### src/rtl/exc_entry_pkg.sv
package exc_entry_pkg;

  localparam int WORD_W = 32;

  // architectural bit numbers (0 = most significant)
  localparam int A_POW = 13;
  localparam int A_ILE = 15;
  localparam int A_EE  = 16;
  localparam int A_PR  = 17;
  localparam int A_FP  = 18;
  localparam int A_ME  = 19;
  localparam int A_FE0 = 20;
  localparam int A_SE  = 21;
  localparam int A_BE  = 22;
  localparam int A_FE1 = 23;
  localparam int A_IP  = 25;
  localparam int A_IR  = 26;
  localparam int A_DR  = 27;
  localparam int A_RI  = 30;
  localparam int A_LE  = 31;

  // vector index of an architectural bit
  function automatic int vix(input int arch);
    return WORD_W - 1 - arch;
  endfunction

  // bits of the state word carried into save word 1
  function automatic logic [WORD_W-1:0] save1_keep();
    logic [WORD_W-1:0] m;
    m = '0;
    for (int k = 0; k < WORD_W; k++) begin
      if (k == 0 || (k >= 5 && k <= 9) || k >= 16) m[vix(k)] = 1'b1;
    end
    return m;
  endfunction

  // bits of the state word forced low on entry
  function automatic logic [WORD_W-1:0] entry_clear();
    logic [WORD_W-1:0] m;
    m = '0;
    m[vix(A_POW)] = 1'b1; m[vix(A_EE)]  = 1'b1; m[vix(A_PR)]  = 1'b1;
    m[vix(A_FP)]  = 1'b1; m[vix(A_FE0)] = 1'b1; m[vix(A_SE)]  = 1'b1;
    m[vix(A_BE)]  = 1'b1; m[vix(A_FE1)] = 1'b1; m[vix(A_IR)]  = 1'b1;
    m[vix(A_DR)]  = 1'b1; m[vix(A_RI)]  = 1'b1;
    return m;
  endfunction

  typedef enum logic [1:0] {
    EXC_NONE = 2'd0,
    EXC_SRST = 2'd1,
    EXC_MCHK = 2'd2
  } exc_kind_e;

endpackage

### src/rtl/exc_arbiter.sv
module exc_arbiter
  import exc_entry_pkg::*;
#(
  parameter int N_MC_SRC = 5
) (
  input  logic                soft_req,
  input  logic                hard_req,
  input  logic [N_MC_SRC-1:0] mc_src,
  input  logic                mc_enable,
  output exc_kind_e           kind,
  output logic                mc_blocked
);

  logic rst_any;
  logic mc_any;

  assign rst_any = soft_req | hard_req;
  assign mc_any  = |mc_src;

  // system reset first, machine check only when enabled
  always_comb begin
    kind = EXC_NONE;
    if (rst_any) begin
      kind = EXC_SRST;
    end else if (mc_any && mc_enable) begin
      kind = EXC_MCHK;
    end
  end

  assign mc_blocked = mc_any & ~mc_enable;

  always_comb begin
    if (rst_any) a_r4_reset_wins: assert (kind == EXC_SRST);
  end

endmodule

### src/rtl/exc_save_merge.sv
module exc_save_merge
  import exc_entry_pkg::*;
#(
  parameter int W = WORD_W
) (
  input  logic [W-1:0] cur_state,
  input  logic         corrupt,
  output logic [W-1:0] save1_nxt,
  output logic [W-1:0] state_nxt
);

  localparam logic [W-1:0] KEEP  = save1_keep();
  localparam logic [W-1:0] CLEAR = entry_clear();
  localparam int           RI_V  = vix(A_RI);
  localparam int           LE_V  = vix(A_LE);
  localparam int           ILE_V = vix(A_ILE);

  for (genvar g = 0; g < W; g++) begin : g_bit
    if (g == RI_V) begin : g_ri
      assign save1_nxt[g] = KEEP[g] & cur_state[g] & ~corrupt;
    end else if (KEEP[g]) begin : g_keep
      assign save1_nxt[g] = cur_state[g];
    end else begin : g_zero
      assign save1_nxt[g] = 1'b0;
    end

    if (g == LE_V) begin : g_le
      assign state_nxt[g] = cur_state[ILE_V];
    end else if (CLEAR[g]) begin : g_clr
      assign state_nxt[g] = 1'b0;
    end else begin : g_hold
      assign state_nxt[g] = cur_state[g];
    end
  end

  always_comb begin
    a_r7_cleared_fields: assert ((save1_nxt & ~KEEP) == '0);
    a_r9_le_from_ile: assert (state_nxt[LE_V] == cur_state[ILE_V]);
  end

endmodule

### src/rtl/exc_vector_gen.sv
module exc_vector_gen
  import exc_entry_pkg::*;
#(
  parameter int              ADDR_W    = 32,
  parameter logic [ADDR_W-1:0] HIGH_BASE = 32'hFFF0_0000,
  parameter logic [ADDR_W-1:0] SRST_OFS  = 32'h0000_0100,
  parameter logic [ADDR_W-1:0] MCHK_OFS  = 32'h0000_0200
) (
  input  logic              ip_high,
  input  exc_kind_e         kind,
  output logic [ADDR_W-1:0] target
);

  logic [ADDR_W-1:0] base;
  logic [ADDR_W-1:0] ofs;

  assign base = ip_high ? HIGH_BASE : '0;

  always_comb begin
    case (kind)
      EXC_SRST: ofs = SRST_OFS;
      EXC_MCHK: ofs = MCHK_OFS;
      default:  ofs = '0;
    endcase
  end

  assign target = base + ofs;

endmodule

### src/rtl/exc_entry_ctrl.sv
module exc_entry_ctrl
  import exc_entry_pkg::*;
#(
  parameter int                ADDR_W    = 32,
  parameter logic [ADDR_W-1:0] HIGH_BASE = 32'hFFF0_0000,
  parameter logic [ADDR_W-1:0] SRST_OFS  = 32'h0000_0100,
  parameter logic [ADDR_W-1:0] MCHK_OFS  = 32'h0000_0200,
  parameter int                SYNC_LEN  = 2
) (
  input  logic              clk,
  input  logic              rst_n,
  input  logic              soft_rst_req,
  input  logic              hard_rst_req,
  input  logic              mchk_pin,
  input  logic              xfer_err_ack,
  input  logic              bus_addr_par_err,
  input  logic              bus_data_par_err,
  input  logic              cache_par_err,
  input  logic              state_corrupt,
  input  logic [ADDR_W-1:0] next_pc,
  input  logic [31:0]       cur_state,
  output logic              redirect_vld,
  output logic [ADDR_W-1:0] redirect_addr,
  output logic [ADDR_W-1:0] save0,
  output logic [31:0]       save1,
  output logic [31:0]       new_state,
  output logic              checkstop
);

  localparam int N_MC_SRC = 5;
  localparam int ME_V     = vix(A_ME);
  localparam int IP_V     = vix(A_IP);
  localparam int EE_V     = vix(A_EE);
  localparam int LE_V     = vix(A_LE);
  localparam int ILE_V    = vix(A_ILE);

  // ---------------- reset synchroniser ----------------
  logic [SYNC_LEN-1:0] rst_pipe;
  logic                rst_sync_n;

  always_ff @(posedge clk or negedge rst_n) begin
    if (!rst_n) rst_pipe <= '0;
    else        rst_pipe <= {rst_pipe[SYNC_LEN-2:0], 1'b1};
  end
  assign rst_sync_n = rst_pipe[SYNC_LEN-1];

  // ---------------- decision ----------------
  logic [N_MC_SRC-1:0] mc_src;
  exc_kind_e           kind;
  logic                mc_blocked;
  logic [31:0]         save1_nxt;
  logic [31:0]         state_nxt;
  logic [ADDR_W-1:0]   target;

  assign mc_src = {mchk_pin, xfer_err_ack, bus_addr_par_err,
                   bus_data_par_err, cache_par_err};

  exc_arbiter #(.N_MC_SRC(N_MC_SRC)) u_arb (
    .soft_req   (soft_rst_req),
    .hard_req   (hard_rst_req),
    .mc_src     (mc_src),
    .mc_enable  (cur_state[ME_V]),
    .kind       (kind),
    .mc_blocked (mc_blocked)
  );

  exc_save_merge #(.W(32)) u_merge (
    .cur_state (cur_state),
    .corrupt   (state_corrupt),
    .save1_nxt (save1_nxt),
    .state_nxt (state_nxt)
  );

  exc_vector_gen #(
    .ADDR_W(ADDR_W), .HIGH_BASE(HIGH_BASE),
    .SRST_OFS(SRST_OFS), .MCHK_OFS(MCHK_OFS)
  ) u_vec (
    .ip_high (cur_state[IP_V]),
    .kind    (kind),
    .target  (target)
  );

  // ---------------- next state ----------------
  logic              take;
  logic              vld_d;
  logic [ADDR_W-1:0] addr_d;
  logic [ADDR_W-1:0] save0_d;
  logic [31:0]       save1_d;
  logic [31:0]       state_d;
  logic              cs_d;

  assign take = (kind != EXC_NONE);

  always_comb begin
    vld_d   = take;
    addr_d  = redirect_addr;
    save0_d = save0;
    save1_d = save1;
    state_d = new_state;
    if (take) begin
      addr_d  = target;
      save0_d = next_pc;
      save1_d = save1_nxt;
      state_d = state_nxt;
    end
  end

  always_comb begin
    cs_d = checkstop;
    if (hard_rst_req)    cs_d = 1'b0;
    else if (mc_blocked) cs_d = 1'b1;
  end

  // ---------------- registers ----------------
  always_ff @(posedge clk or negedge rst_sync_n) begin
    if (!rst_sync_n) begin
      redirect_vld  <= 1'b0;
      redirect_addr <= '0;
      save0         <= '0;
      save1         <= '0;
      new_state     <= '0;
      checkstop     <= 1'b0;
    end else begin
      redirect_vld <= vld_d;
      checkstop    <= cs_d;
      if (take) begin
        redirect_addr <= addr_d;
        save0         <= save0_d;
        save1         <= save1_d;
        new_state     <= state_d;
      end
    end
  end

  // ---------------- assertions ----------------
  logic mc_any_p;
  assign mc_any_p = mchk_pin | xfer_err_ack | bus_addr_par_err
                  | bus_data_par_err | cache_par_err;

  a_r1_reset_target: assert property (@(posedge clk) disable iff (!rst_sync_n)
    (soft_rst_req || hard_rst_req) |=> (redirect_vld &&
      redirect_addr == (($past(cur_state[IP_V]) ? HIGH_BASE : '0) + SRST_OFS)));

  a_r3_me_gates: assert property (@(posedge clk) disable iff (!rst_sync_n)
    (mc_any_p && !cur_state[ME_V] && !soft_rst_req && !hard_rst_req)
      |=> (!redirect_vld && $stable(save0) && $stable(new_state)));

  a_r6_save0_pc: assert property (@(posedge clk) disable iff (!rst_sync_n)
    (soft_rst_req || (mc_any_p && cur_state[ME_V])) |=> save0 == $past(next_pc));

  a_r9_entry_state: assert property (@(posedge clk) disable iff (!rst_sync_n)
    redirect_vld |-> (!new_state[EE_V] && new_state[LE_V] == new_state[ILE_V]));

  a_r11_sticky: assert property (@(posedge clk) disable iff (!rst_sync_n)
    (checkstop && !hard_rst_req) |=> checkstop);

  a_r11_hard_clear: assert property (@(posedge clk) disable iff (!rst_sync_n)
    hard_rst_req |=> !checkstop);

endmodule

### config.mk
export PLATFORM = sky130hd
export DESIGN_NAME = exc_entry_ctrl
export DESIGN_NICKNAME = d
export VERILOG_FILES = /design/src/rtl/exc_entry_pkg.sv /design/src/rtl/exc_arbiter.sv /design/src/rtl/exc_save_merge.sv /design/src/rtl/exc_vector_gen.sv /design/src/rtl/exc_entry_ctrl.sv
export SDC_FILE = /design/constraint.sdc
export NUM_CORES = 1
export LEC_CHECK = 0
export BUFFER_PORTS_ARGS = -buffer_cell sky130_fd_sc_hd__buf_2
export CORE_MARGIN = 5
export CORE_UTILIZATION = 46
export CTS_CLUSTER_SIZE = 16
export DETAILED_ROUTE_END_ITERATION = 6
export GPL_TIMING_DRIVEN = 1
export PLACE_DENSITY = 0.82
export SKIP_LAST_GASP = 1
export SYNTH_ARGS = -nofsm -noshare
export SYNTH_HDL_FRONTEND = slang
export SYNTH_SLANG_ARGS = --single-unit
### constraint.sdc
create_clock -name clk -period 4.98 [get_ports clk]
set_input_delay 0.249 -clock clk [delete_from_list [all_inputs] [get_ports clk]]
set_output_delay 0.249 -clock clk [all_outputs]
set_load 0.02 [all_outputs]
# Yosys cells after proc, flatten, opt, wreduce, memory -nomap -nowiden
# Cells that the tools add are included.
[classes] n_addsub=1 eq_ne=2 n_mux=6 bitwise=5 reduce_logical=4
[op_table] op="adder 32 x 10 -> 32 bit" count=1
[op_table] op="2-to-1 mux 32 bit" count=1
[op_table] op="one-hot mux 10 bit (2 select lines)" count=1
[op_table] op="OR reduction 5 bit" count=1
[op_table] op="2-to-1 mux 2 bit" count=2
[op_table] op="nonzero test 2 bit" count=2
[op_table] op="bitwise AND 1 bit" count=2
[op_table] op="== test 2 x 1 -> 1 bit (second input constant)" count=1
[op_table] op="== test 2 bit (second input constant)" count=1
[op_table] op="2-to-1 mux 1 bit" count=2
[op_table] op="NOT 1 bit" count=2
[op_table] op="logical AND 1 bit" count=1
[op_table] op="OR 1 bit" count=1
[word_totals] ff_bits=111 in_bits=74 out_inout_bits=130 elab_cells=25

# Longest topological paths before layout
# Gate-level depths: netlist of run 1.
[logic_depth] ltp_word=7 ltp_mapped=4 depth_no_buf=3

# Cells and area by module
# From an unflattened synthesis of run 1, not the netlist that was laid out.
[hier_totals] cells_unflattened=383 hier_area_um2=6083.3
[modules_own_cells] mod="exc_entry_ctrl" n_inst=1 cells_each=278 area_each_um2=5295.1 seq_area_each_um2=3303.2
[modules_own_cells] mod="exc_save_merge" n_inst=1 cells_each=65 area_each_um2=490.5 seq_area_each_um2=0.0
[modules_own_cells] mod="exc_vector_gen" n_inst=1 cells_each=33 area_each_um2=244.0 seq_area_each_um2=0.0
[modules_own_cells] mod="exc_arbiter" n_inst=1 cells_each=7 area_each_um2=53.8 seq_area_each_um2=0.0

# Worst setup path before layout of run 1
# Ideal clock, no wire load.
[synth_path] path_type="input -> register" from="input port bus_addr_par_err" to="register new_state[28]" setup_ns=0.125 arrival_time_ns=1.883 t_required_ns=4.855 path_slack_ns=2.972 cell_stages=4 path_buffers=1 path_cell_list="or4_4 > o41ai_4 > buf_6 > mux2_4"
[synth_between] elab_chain_len=5
[synth_lines] item="start, declared" line_no="exc_entry_ctrl.sv:16" text="input logic bus_addr_par_err,"
[synth_lines] item="OR reduction 5 bit" line_no="exc_arbiter.sv:18" text="assign mc_any = |mc_src;"
[synth_lines] item="logical AND 1 bit" line_no="exc_arbiter.sv:25" text="end else if (mc_any && mc_enable) begin"
[synth_lines] item="2-to-1 mux 2 bit" line_no="exc_arbiter.sv:25"
[synth_lines] item="2-to-1 mux 2 bit" line_no="exc_arbiter.sv:23" text="if (rst_any) begin"
[synth_lines] item="nonzero test 2 bit" line_no="exc_entry_ctrl.sv:92" text="assign take = (kind != EXC_NONE);"
[synth_lines] item="end signal, assigned" line_no="exc_entry_ctrl.sv:130" text="new_state <= state_d;"
[synth_lines] item="end, declared" line_no="exc_entry_ctrl.sv:26" text="output logic [31:0] new_state,"
# Every way passes these cells.
# A chain may end at the register's enable or synchronous reset.

# Worst setup path after layout of run 1
[layout_path] from="input port bus_addr_par_err" to="register new_state[27]"
# The elaborated chain is that of the path after synthesis.

==> results of run 1 <==
## state kept, by name, summed over array words and instances (netlist names)
name and count:
checkstop 1, save0 32, save1 11, new_state 20, rst_pipe 2, redirect_addr 2, redirect_vld 1
## metrics by stage
stage | setup slack, ps | cell area [um^2] | hold WS, ps | instances | util
after CTS | 2850 | 4070 | 130 | 468 | 0.570
after global routing | 2790 | 4070 | 112 | 468 | 0.570
after floorplan | 2920 | 3450 | -46.6 | 255 | -
after detailed placement | 2500 | 3880 | 35.9 | 451 | 0.543
final | 2860 | 4070 | 153 | 468 | 0.570
after global placement | 2540 | 3880 | 35.1 | 451 | 0.543
## power by group through the flow
stage / combinational [uW] / sequential (uW) / clock, uW
finish: 277 / 629 / 419
floorplan: 169 / 693 / 0
global placement: 274 / 637 / 0
CTS: 281 / 630 / 437
global route: 295 / 636 / 465
detailed placement: 280 / 639 / 0
## layout make-up
| type | instances | area share |
|---|---|---|
| repair buffers | 167 | 0.208 |
| flip-flops and latches | 69 | 0.425 |
| inverters | 3 | 0.00277 |
| well taps | 99 | 0.0304 |
| multi-input cells | 114 | 0.289 |
| clock buffers | 12 | 0.0332 |
| clock inverters | 4 | 0.0120 |
## cells by family after synthesis
| kind of cell | after synthesis |
|---|---|
| mux | 62 |
| flops | 69 |
| buf+inv | 72 |
| simple gates | 5 |
| compound gates | 7 |
| other cells | 2 |
## metal layers
metal	part of all wire	global-route usage	routed length [um]	vias to the layer above
met5	0	0	0	-
met4	0.020	0.0685	130	0
met3	0.095	0.0422	618	11
met2	0.52	0.238	3380	110
met1	0.37	0.166	2390	944
li1	-	-	-	919
## what timing repair did
action / CTS / global route
hold endpoints to repair: 2 / 0
setup endpoints to repair: 0 / 0
hold buffers: 1 / 0
## cells in the final DEF (no fill, tap or decap)
master	netlist	layout
clkbuf_8	0	9
conb_1	2	40
or4_2	1	1
mux2_4	59	59
dlygate4sd3_1	0	1
o21ai_0	1	1
mux2_2	3	3
buf_2	0	163
dfrtp_1	69	68
dfrtp_2	0	1
nor2b_1	1	1
a21oi_1	1	1
inv_1	3	3
o41ai_4	1	1
nor2_1	1	1
o21a_1	2	2
clkbuf_1	0	3
o21bai_1	1	1
clkinv_4	0	1
or3_1	1	1
clkinv_2	0	2
bufinv_16	0	1
a22o_1	1	1
buf_4	63	3
or4_4	1	1
## worst paths after layout
check | slack (ps) | from | endpoint | cells past startpoint
min in group asynchronous | 240 | rst_n | rst_pipe[0]$_DFF_PN0_ | 2
setup / recovery | 2860 | bus_addr_par_err | new_state[27]$_DFFE_PN0P_ | 5
hold reg to reg | 250 | rst_pipe[1]$_DFF_PN0_ | save0[9]$_DFFE_PN0P_ | 0
hold / removal | 150 | cur_state[20] | new_state[20]$_DFFE_PN0P_ | 2
max in group asynchronous | 3790 | rst_pipe[1]$_DFF_PN0_ | save0[20]$_DFFE_PN0P_ | 1
setup reg to reg | 3790 | rst_pipe[1]$_DFF_PN0_ | save0[20]$_DFFE_PN0P_ | 1
## worst max-delay path, stage by stage
cell	delay [ps]
buf_2	100
or4_4	570
o41ai_4	240
buf_4	750
mux2_2	410
==> flow_metrics.py, run 1 <==
metrics = {
    "detailed_routing": {
        "avgRoutedWirePerCell_um": 13.9,
        "drc": 0,
        "first_pass_iters": 4,
        "dr_total_vias": 1984,
        "drt_iter0_drc": 49,
        "via_per_inst": 4.24,
        "postRouteAntennaNets": 0,
        "routed_wl_mm": 6.52,
    },
    "global_route": {
        "grt_overflow": 0,
        "antenna_found_initial": 0,
        "grt.total_usage": 0.142,
        "grt_pass1_wl_mm": 9.74,
        "grt_pass1_vias": 2034,
        "grt_max_degree": 51,
    },
    "pwr": {
        "power.switching_uw": 375,
        "power.density_mw_per_mm2": 326,
        "peakVddDrop_uv": 161,
        "power_frac_clock": 0.316,
        "power_frac_comb": 0.209,
        "switching_share": 0.283,
        "power_leakage_uw": 0.00217,
        "pwr-share-seq": 0.475,
        "p_int_uw": 950,
        "power.total_uw": 1330,
    },
    "sta": {
        "clock_skew_ps": 7.54,
        "rsz0062_at_grt": "false",
        "setup_viol": 0,
        "tightest_slew_ps": 886,
        "tns_ps": 0,
        "max_freq_ghz": 0.472,
        "finalMaxSlewViolations": 0,
        "max_slew_margin": 0.409,
        "period_share": 0.425,
        "min_period_ps": 2120,
        "timing_hold_violations_final": 0,
    },
    "clock_network": {
        "cts.sinks": 69,
        "clk_latency_ps": 320,
        "root_buffer": "clkbuf_8",
        "cts-buffers-inserted": 9,
        "postCtsSetupBuffers": 0,
        "ctsResizeCount": 0,
        "cts_tree": "built",
        "clock_path_buffers": 2,
        "clk_pin_slew_ps": 70,
        "cts_max_level": 3,
    },
    "logic_synthesis": {
        "ys_types": 18,
        "synthMostInstantiatedCell": "dfrtp_1",
        "yosys-top-cells-area": "dfrtp_1, mux2_4, buf_4, buf_6, mux2_2",
        "seq_area_frac_synth": 0.522,
        "async_flop_share": 1.00,
        "muxShareOfSynthArea": 0.278,
        "ys_warn_count": 0,
        "synth_top_family_by_area": "multiplexers",
        "synth_seq_cells": 69,
        "synth-simple-area-share": 0.0110,
        "netlist_instances": 217,
        "avgSynthCellArea_um2": 15.3,
        "synthAdderAreaFrac": 0,
        "synth_edf_count": 0,
        "synth_largest_area_cell": "dfrtp_1",
        "netlist_top_cells_count": "dfrtp_1, buf_4, mux2_4, buf_6",
        "synth_xor_xnor_area_share": 0,
        "netlist.area_leader.share": 0.522,
        "ys.flop_type": "dfrtp_1",
        "synth_compound_area_frac": 0.0208,
        "syn_area_mm2": 0.00331,
    },
    "place": {
        "port_buffers": 163,
        "hpwlAfterDp_mm": 5.05,
        "gp_congestion": 0.721,
    },
    "die": {
        "start_util": 0.464,
        "die_height_um": 94.8,
        "die_area_mm2": 0.00899,
        "chipWidth_um": 94.8,
        "core_area_mm2": 0.00714,
        "io_pins": 204,
        "rows": 31,
    },
    "critical_path": {
        "cp-start-kind": "input port",
        "cp.required_ps": 5190,
        "cp_max_fo": 50,
        "critPathCaptureType": "register",
        "worstSetupPathType": "input port to register",
        "cp.arrival_ps": 2330,
    },
    "final_layout": {
        "fillers": 622,
        "syn2layout_area_growth_pct": 22.9,
        "final_nets": 438,
        "drive_gt1_frac": 0.664,
        "multi_input_area_mm2": 0.00117,
        "regArea_mm2": 0.00173,
        "diodes": 0,
    },
    "worst_hold_path": {
        "hp-class": "input port to register",
    },
    "run_status": {
        "status": "completed",
    },
    "flow_run": {
        "maxCapViolCount": 0,
    },
}
Power figures use the tool's default switching activity.
==> inputs of run 2 (changes only) <==
--- a/config.mk
+++ b/config.mk
@@ -7,11 +7,11 @@
 export LEC_CHECK = 0
 export BUFFER_PORTS_ARGS = -buffer_cell sky130_fd_sc_hd__buf_2
 export CORE_MARGIN = 5
-export CORE_UTILIZATION = 46
+export CORE_UTILIZATION = 39
 export CTS_CLUSTER_SIZE = 16
 export DETAILED_ROUTE_END_ITERATION = 6
 export GPL_TIMING_DRIVEN = 1
-export PLACE_DENSITY = 0.82
+export PLACE_DENSITY = 0.74
 export SKIP_LAST_GASP = 1
 export SYNTH_ARGS = -nofsm -noshare
 export SYNTH_HDL_FRONTEND = slang
==> constraint.sdc (replaced) <==
create_clock -name clk -period 1.8 [get_ports clk]
set_input_delay 0.09 -clock clk [delete_from_list [all_inputs] [get_ports clk]]
set_output_delay 0.09 -clock clk [all_outputs]
set_load 0.02 [all_outputs]
==> run 2 against run 1 <==
Via count rose by 14%. Count of clock-buffer cells in the layout fell by 1. Sequential share of layout area fell by 6.5 points. Clock power rose to 3.2 times the previous value. Global-route usage rose by 0.54 points. Critical path type unchanged. Critical path depth did not move. Clock skew rose by 2.4 ps.
==> flow_metrics.py, run 2 (synthesized netlist as in run 1, its figures left out) <==
metrics = {
    "run_status": {
        "status": "completed",
    },
    "clock_network": {
        "root_buffer": "clkbuf_8",
        "cts.sinks": 69,
        "cts_max_level": 3,
        "clk_latency_ps": 330,
        "holdBufCountCts": 64,
        "ctsResizeCount": 0,
        "postCtsSetupBuffers": 0,
        "cts_tree": "built",
        "clock_path_buffers": 2,
        "cts-buffers-inserted": 9,
        "clk_pin_slew_ps": 70,
    },
    "detailed_routing": {
        "dr_total_vias": 2263,
        "postRouteAntennaNets": 0,
        "first_pass_iters": 4,
        "drt_iter0_drc": 21,
        "routed_wl_mm": 7.89,
        "via_per_inst": 4.18,
        "avgRoutedWirePerCell_um": 14.6,
        "drc": 0,
    },
    "die": {
        "io_pins": 204,
        "die_height_um": 102,
        "core_area_mm2": 0.00826,
        "rows": 33,
        "start_util": 0.401,
        "die_area_mm2": 0.0104,
        "chipWidth_um": 102,
    },
    "sta": {
        "clock_skew_ps": 9.99,
        "period_share": 0.869,
        "tns_ps": 0,
        "timing_hold_violations_final": 0,
        "min_period_ps": 1560,
        "rsz0062_at_grt": "false",
        "max_freq_ghz": 0.640,
        "finalMaxSlewViolations": 0,
        "setup_viol": 0,
    },
    "pwr": {
        "power_leakage_uw": 0.00248,
        "power.total_uw": 4000,
        "power.density_mw_per_mm2": 833,
        "peakVddDrop_uv": 431,
    },
    "final_layout": {
        "final_nets": 506,
        "mostFrequentLayoutCell": "buf_2",
        "syn2layout_area_growth_pct": 45.0,
        "drive_gt1_frac": 0.576,
        "top_regs": "save0 (32), new_state (20), save1 (11)",
        "utilization": 0.581,
        "design_area_mm2": 0.00480,
        "final_cell_mix": "buf_2, dfrtp_1, dlygate4sd3_1, mux2_4, conb_1",
        "largest_reg_flops": 32,
        "final_cells": 541,
        "diodes": 0,
        "top_register": "save0",
    },
    "global_route": {
        "grt_pass1_wl_mm": 11.8,
        "grt.total_usage": 0.147,
        "grt_max_degree": 35,
        "antenna_found_initial": 0,
        "grt_pass1_vias": 2411,
        "grt_overflow": 0,
    },
    "critical_path": {
        "crit_buf_inv": 2,
        "cp.required_ps": 2020,
        "cp_max_fo": 22,
        "worstSetupPathType": "input port to register",
        "cp-start-kind": "input port",
        "crit_family": "simple AND/OR/NAND/NOR gates",
        "critPathCaptureType": "register",
        "slowest_stage": "or4_4",
        "crit_chain": "buf_2 -> or4_4 -> o41ai_4 -> buf_4 -> mux2_2",
        "critPathMaxStageDelay_ps": 550,
        "cp.arrival_ps": 1780,
    },
    "place": {
        "dp_cells": 462,
        "port_buffers": 163,
        "post_dp_cell_area_mm2": 0.00395,
        "gp_congestion": 0.703,
        "hpwlAfterDp_mm": 5.41,
    },
    "worst_hold_path": {
        "hp-class": "input port to asynchronous set/reset pin",
    },
    "flow_run": {
        "maxCapViolCount": 0,
    },
}
run 2: cell count changes in the layout (fill, tap and decap cells not counted), moves of 2 or more:
cell           previous run  this run
dlygate4sd3_1             1        64
buf_4                     3         6
buf_12                    0         2
clkbuf_1                  3         1
run 2: path summary, 6_finish.rpt:
| check | end | startpoint | slack [ps] | depth (start not counted) |
|---|---|---|---|---|
| max | new_state[25]$_DFFE_PN0P_ | bus_addr_par_err | 240 | 5 |
| min | rst_pipe[1]$_DFF_PN0_ | rst_n | 70 | 2 |
| max reg2reg | new_state[6]$_DFFE_PN0P_ | new_state[6]$_DFFE_PN0P_ | 910 | 1 |
| min reg2reg | save0[26]$_DFFE_PN0P_ | rst_pipe[1]$_DFF_PN0_ | 300 | 1 |
| max in group asynchronous | new_state[17]$_DFFE_PN0P_ | rst_pipe[1]$_DFF_PN0_ | 1180 | 1 |
| min in group clk | checkstop$_DFFE_PN0P_ | cur_state[12] | 70 | 3 |
run 2: final cells by class:
cell class	instances	area [um^2]
Tap cell	105	131
Sequential cell	69	1730
Clock inverter	4	72.6
Timing Repair Buffer	235	1540
Multi-Input combinational cell	114	1170
Fill cell	655	3460
Clock buffer	11	141
Inverter	3	11.3
run 2: layer usage:
layer | vias to the layer above | routed length, um | global-route usage
met3 | 8 | 759 | 0.0437
li1 | 1055 | - | -
met4 | 0 | 72 | 0.0394
met5 | - | 0 | 0
met2 | 129 | 4180 | 0.278
met1 | 1071 | 2880 | 0.159
run 2: report_power, final:
part           internal, uW  switching (uW)
Clock                   809             552
Combinational           423             479
Sequential             1660            71.2
Total                  2900            1100
run 2: metrics by stage:
step / setup WS (ps) / hold WS, ps
6_report: 236 / 67.9
5_1_grt: 184 / 51.3
4_1_cts: 242 / 32.3
3_5_place_dp: -119 / -123
3_3_place_gp: -68.4 / -125
2_1_floorplan: -48.8 / -206
==> inputs of run 3 (changes only) <==
--- a/config.mk
+++ b/config.mk
@@ -7,11 +7,11 @@
 export LEC_CHECK = 0
 export BUFFER_PORTS_ARGS = -buffer_cell sky130_fd_sc_hd__buf_2
 export CORE_MARGIN = 5
-export CORE_UTILIZATION = 39
+export CORE_UTILIZATION = 30
 export CTS_CLUSTER_SIZE = 16
 export DETAILED_ROUTE_END_ITERATION = 6
 export GPL_TIMING_DRIVEN = 1
-export PLACE_DENSITY = 0.74
+export PLACE_DENSITY = 0.59
 export SKIP_LAST_GASP = 1
 export SYNTH_ARGS = -nofsm -noshare
 export SYNTH_HDL_FRONTEND = slang
==> run 3 against run 2 <==
Clock skew fell by 5.4 ps. Clock power down 19%. Worst hold slack about the same. Register-to-register slack barely moved. Fmax down 13%. Sequential cell count did not move. Design area up 0.91%. Combinational power up 0.4%. Routed wire length fell by 3.1%. Worst setup slack lost 230 ps. Die area increased by 27%. Via count down 0.75%. Critical path type unchanged. Critical endpoint is now new_state[7]$_DFFE_PN0P_. Highest routed layer unchanged.
==> flow_metrics.py, run 3 (synthesized netlist as in run 1, its figures left out) <==
metrics = {
    "detailed_routing": {
        "drt_iter0_drc": 34,
        "via_per_inst": 3.87,
        "routed_wl_mm": 7.64,
        "drc": 0,
        "first_pass_iters": 4,
        "postRouteAntennaNets": 0,
        "avgRoutedWirePerCell_um": 13.2,
        "dr_total_vias": 2246,
    },
    "clock_network": {
        "cts.sinks": 69,
        "postCtsSetupBuffers": 0,
        "root_buffer": "clkbuf_8",
        "clk_pin_slew_ps": 70,
        "cts_tree": "built",
        "clk_latency_ps": 330,
        "cts_max_level": 3,
        "cts-buffers-inserted": 9,
        "clock_path_buffers": 2,
    },
    "pwr": {
        "power_leakage_uw": 0.00249,
        "power.switching_uw": 1090,
        "switching_share": 0.291,
        "pwr-share-seq": 0.464,
        "power.density_mw_per_mm2": 772,
        "power_frac_comb": 0.242,
        "power.total_uw": 3740,
        "p_int_uw": 2650,
        "power_frac_clock": 0.294,
        "peakVddDrop_uv": 436,
    },
    "final_layout": {
        "syn2layout_area_growth_pct": 46.3,
        "top_register": "save0",
        "top_regs": "save0 (32), new_state (20), save1 (11)",
        "mostFrequentLayoutCell": "buf_2",
        "diodes": 0,
        "drive_gt1_frac": 0.580,
        "fillers": 978,
        "design_area_mm2": 0.00484,
        "final_nets": 512,
        "final_cell_mix": "buf_2, dfrtp_1, dlygate4sd3_1, mux2_4, conb_1",
        "largest_reg_flops": 32,
    },
    "critical_path": {
        "cp-start-kind": "input port",
        "r2r_setup_slack_ps": 900,
        "r2r_start": "new_state[6]$_DFFE_PN0P_",
        "reg2reg_to": "new_state[6]$_DFFE_PN0P_",
        "cp_max_fo": 20,
        "cp.arrival_ps": 2000,
        "cp.required_ps": 2010,
        "critPathCaptureType": "register",
        "critPathMaxStageDelay_ps": 540,
        "reg2reg_depth": 1,
        "slowest_stage": "dlygate4sd3_1",
        "worstSetupPathType": "input port to register",
        "crit_chain": "dlygate4sd3_1 -> buf_2 -> or3_1 -> o41ai_4 -> buf_4 -> buf_12 -> mux2_4",
    },
    "global_route": {
        "grt_max_degree": 37,
        "grt_pass1_wl_mm": 12.0,
        "grt_overflow": 0,
        "grt_pass1_vias": 2441,
        "grt.total_usage": 0.114,
        "antenna_found_initial": 0,
    },
    "run_status": {
        "status": "completed",
    },
    "flow_run": {
        "maxCapViolCount": 0,
    },
    "sta": {
        "period_share": 0.996,
        "max_freq_ghz": 0.558,
        "clock_skew_ps": 4.57,
        "finalMaxSlewViolations": 0,
        "rsz0062_at_grt": "false",
        "setup_viol": 0,
        "min_period_ps": 1790,
        "timing_hold_violations_final": 0,
        "fin_ws_ps": 7.34,
    },
    "worst_hold_path": {
        "hp-class": "input port to asynchronous set/reset pin",
    },
    "die": {
        "rows": 38,
        "io_pins": 204,
        "chipWidth_um": 115,
        "die_area_mm2": 0.0132,
        "die_height_um": 115,
        "core_area_mm2": 0.0108,
        "start_util": 0.305,
    },
    "place": {
        "port_buffers": 163,
        "post-place-ws_ps": -93.1,
        "hpwlAfterDp_mm": 5.25,
        "post_dp_cell_area_mm2": 0.00404,
        "gp_congestion": 0.683,
    },
}
==> run 3: cell type report <==
type                    instances  area (um^2)  share of cell area
inverters                       3         11.3             0.00232
clock buffers                  12          155              0.0320
multi-input cells             114         1170               0.243
clock inverters                 2         10.0             0.00207
well taps                     140          175              0.0362
repair buffers                241         1590               0.328
flip-flops and latches         69         1730               0.357
==> run 3: critical path, delay by kind of cell <==
| family | cells | cell delay (ps) |
|---|---|---|
| AOI/OAI and AO/OA | 1 | 80 |
| buffers and inverters | 4 | 1080 |
| muxes | 1 | 320 |
| and+or+nand+nor | 1 | 410 |
==> run 3: through the flow <==
| stage | hold WS, ps | TNS [ps] | cells | utilization |
|---|---|---|---|---|
| floorplan | -206 | -2830 | 255 | - |
| global placement | -124 | -824 | 503 | 0.372 |
| detailed placement | -123 | -3590 | 503 | 0.372 |
| CTS | 48.8 | 0 | 581 | 0.447 |
| global route | 62.0 | 0 | 581 | 0.447 |
| finish | 67.5 | 0 | 581 | 0.447 |
==> run 3: how the worst max path moves through the flow <==
stage                           from                        end  slack (ps)  cells past startpoint
finish                 cur_state[12]   new_state[7]$_DFFE_PN0P_           7                      7
detailed placement  bus_addr_par_err       save0[1]$_DFFE_PN0P_         -90                      6
global placement    bus_addr_par_err  new_state[17]$_DFFE_PN0P_         -30                      6
CTS                    cur_state[12]       save0[1]$_DFFE_PN0P_          20                      7
global route           cur_state[12]      save0[19]$_DFFE_PN0P_           8                      7
floorplan           bus_addr_par_err  new_state[28]$_DFFE_PN0P_         -50                      4
==> run 3: timing repair <==
item,4_1_cts,5_1_grt
endpoints found under the setup margin,0,13
gates resized for setup,0,1
hold buffers,64,0
hold endpoints to repair,65,0
==> run 3: power groups by stage <==
stage	Combinational, uW	Clock, uW	Sequential [uW]
global placement	792	0	1760
floorplan	469	0	1920
global route	967	1240	1750
finish	906	1100	1730
CTS	907	1170	1730
detailed placement	799	0	1760
==> run 3: routing by layer <==
metal	vias to the layer above	track usage	wire, um
met4	0	0.0399	99
met2	120	0.204	3790
met5	-	0	0
met1	1053	0.131	2990
met3	11	0.0326	769
li1	1062	-	-
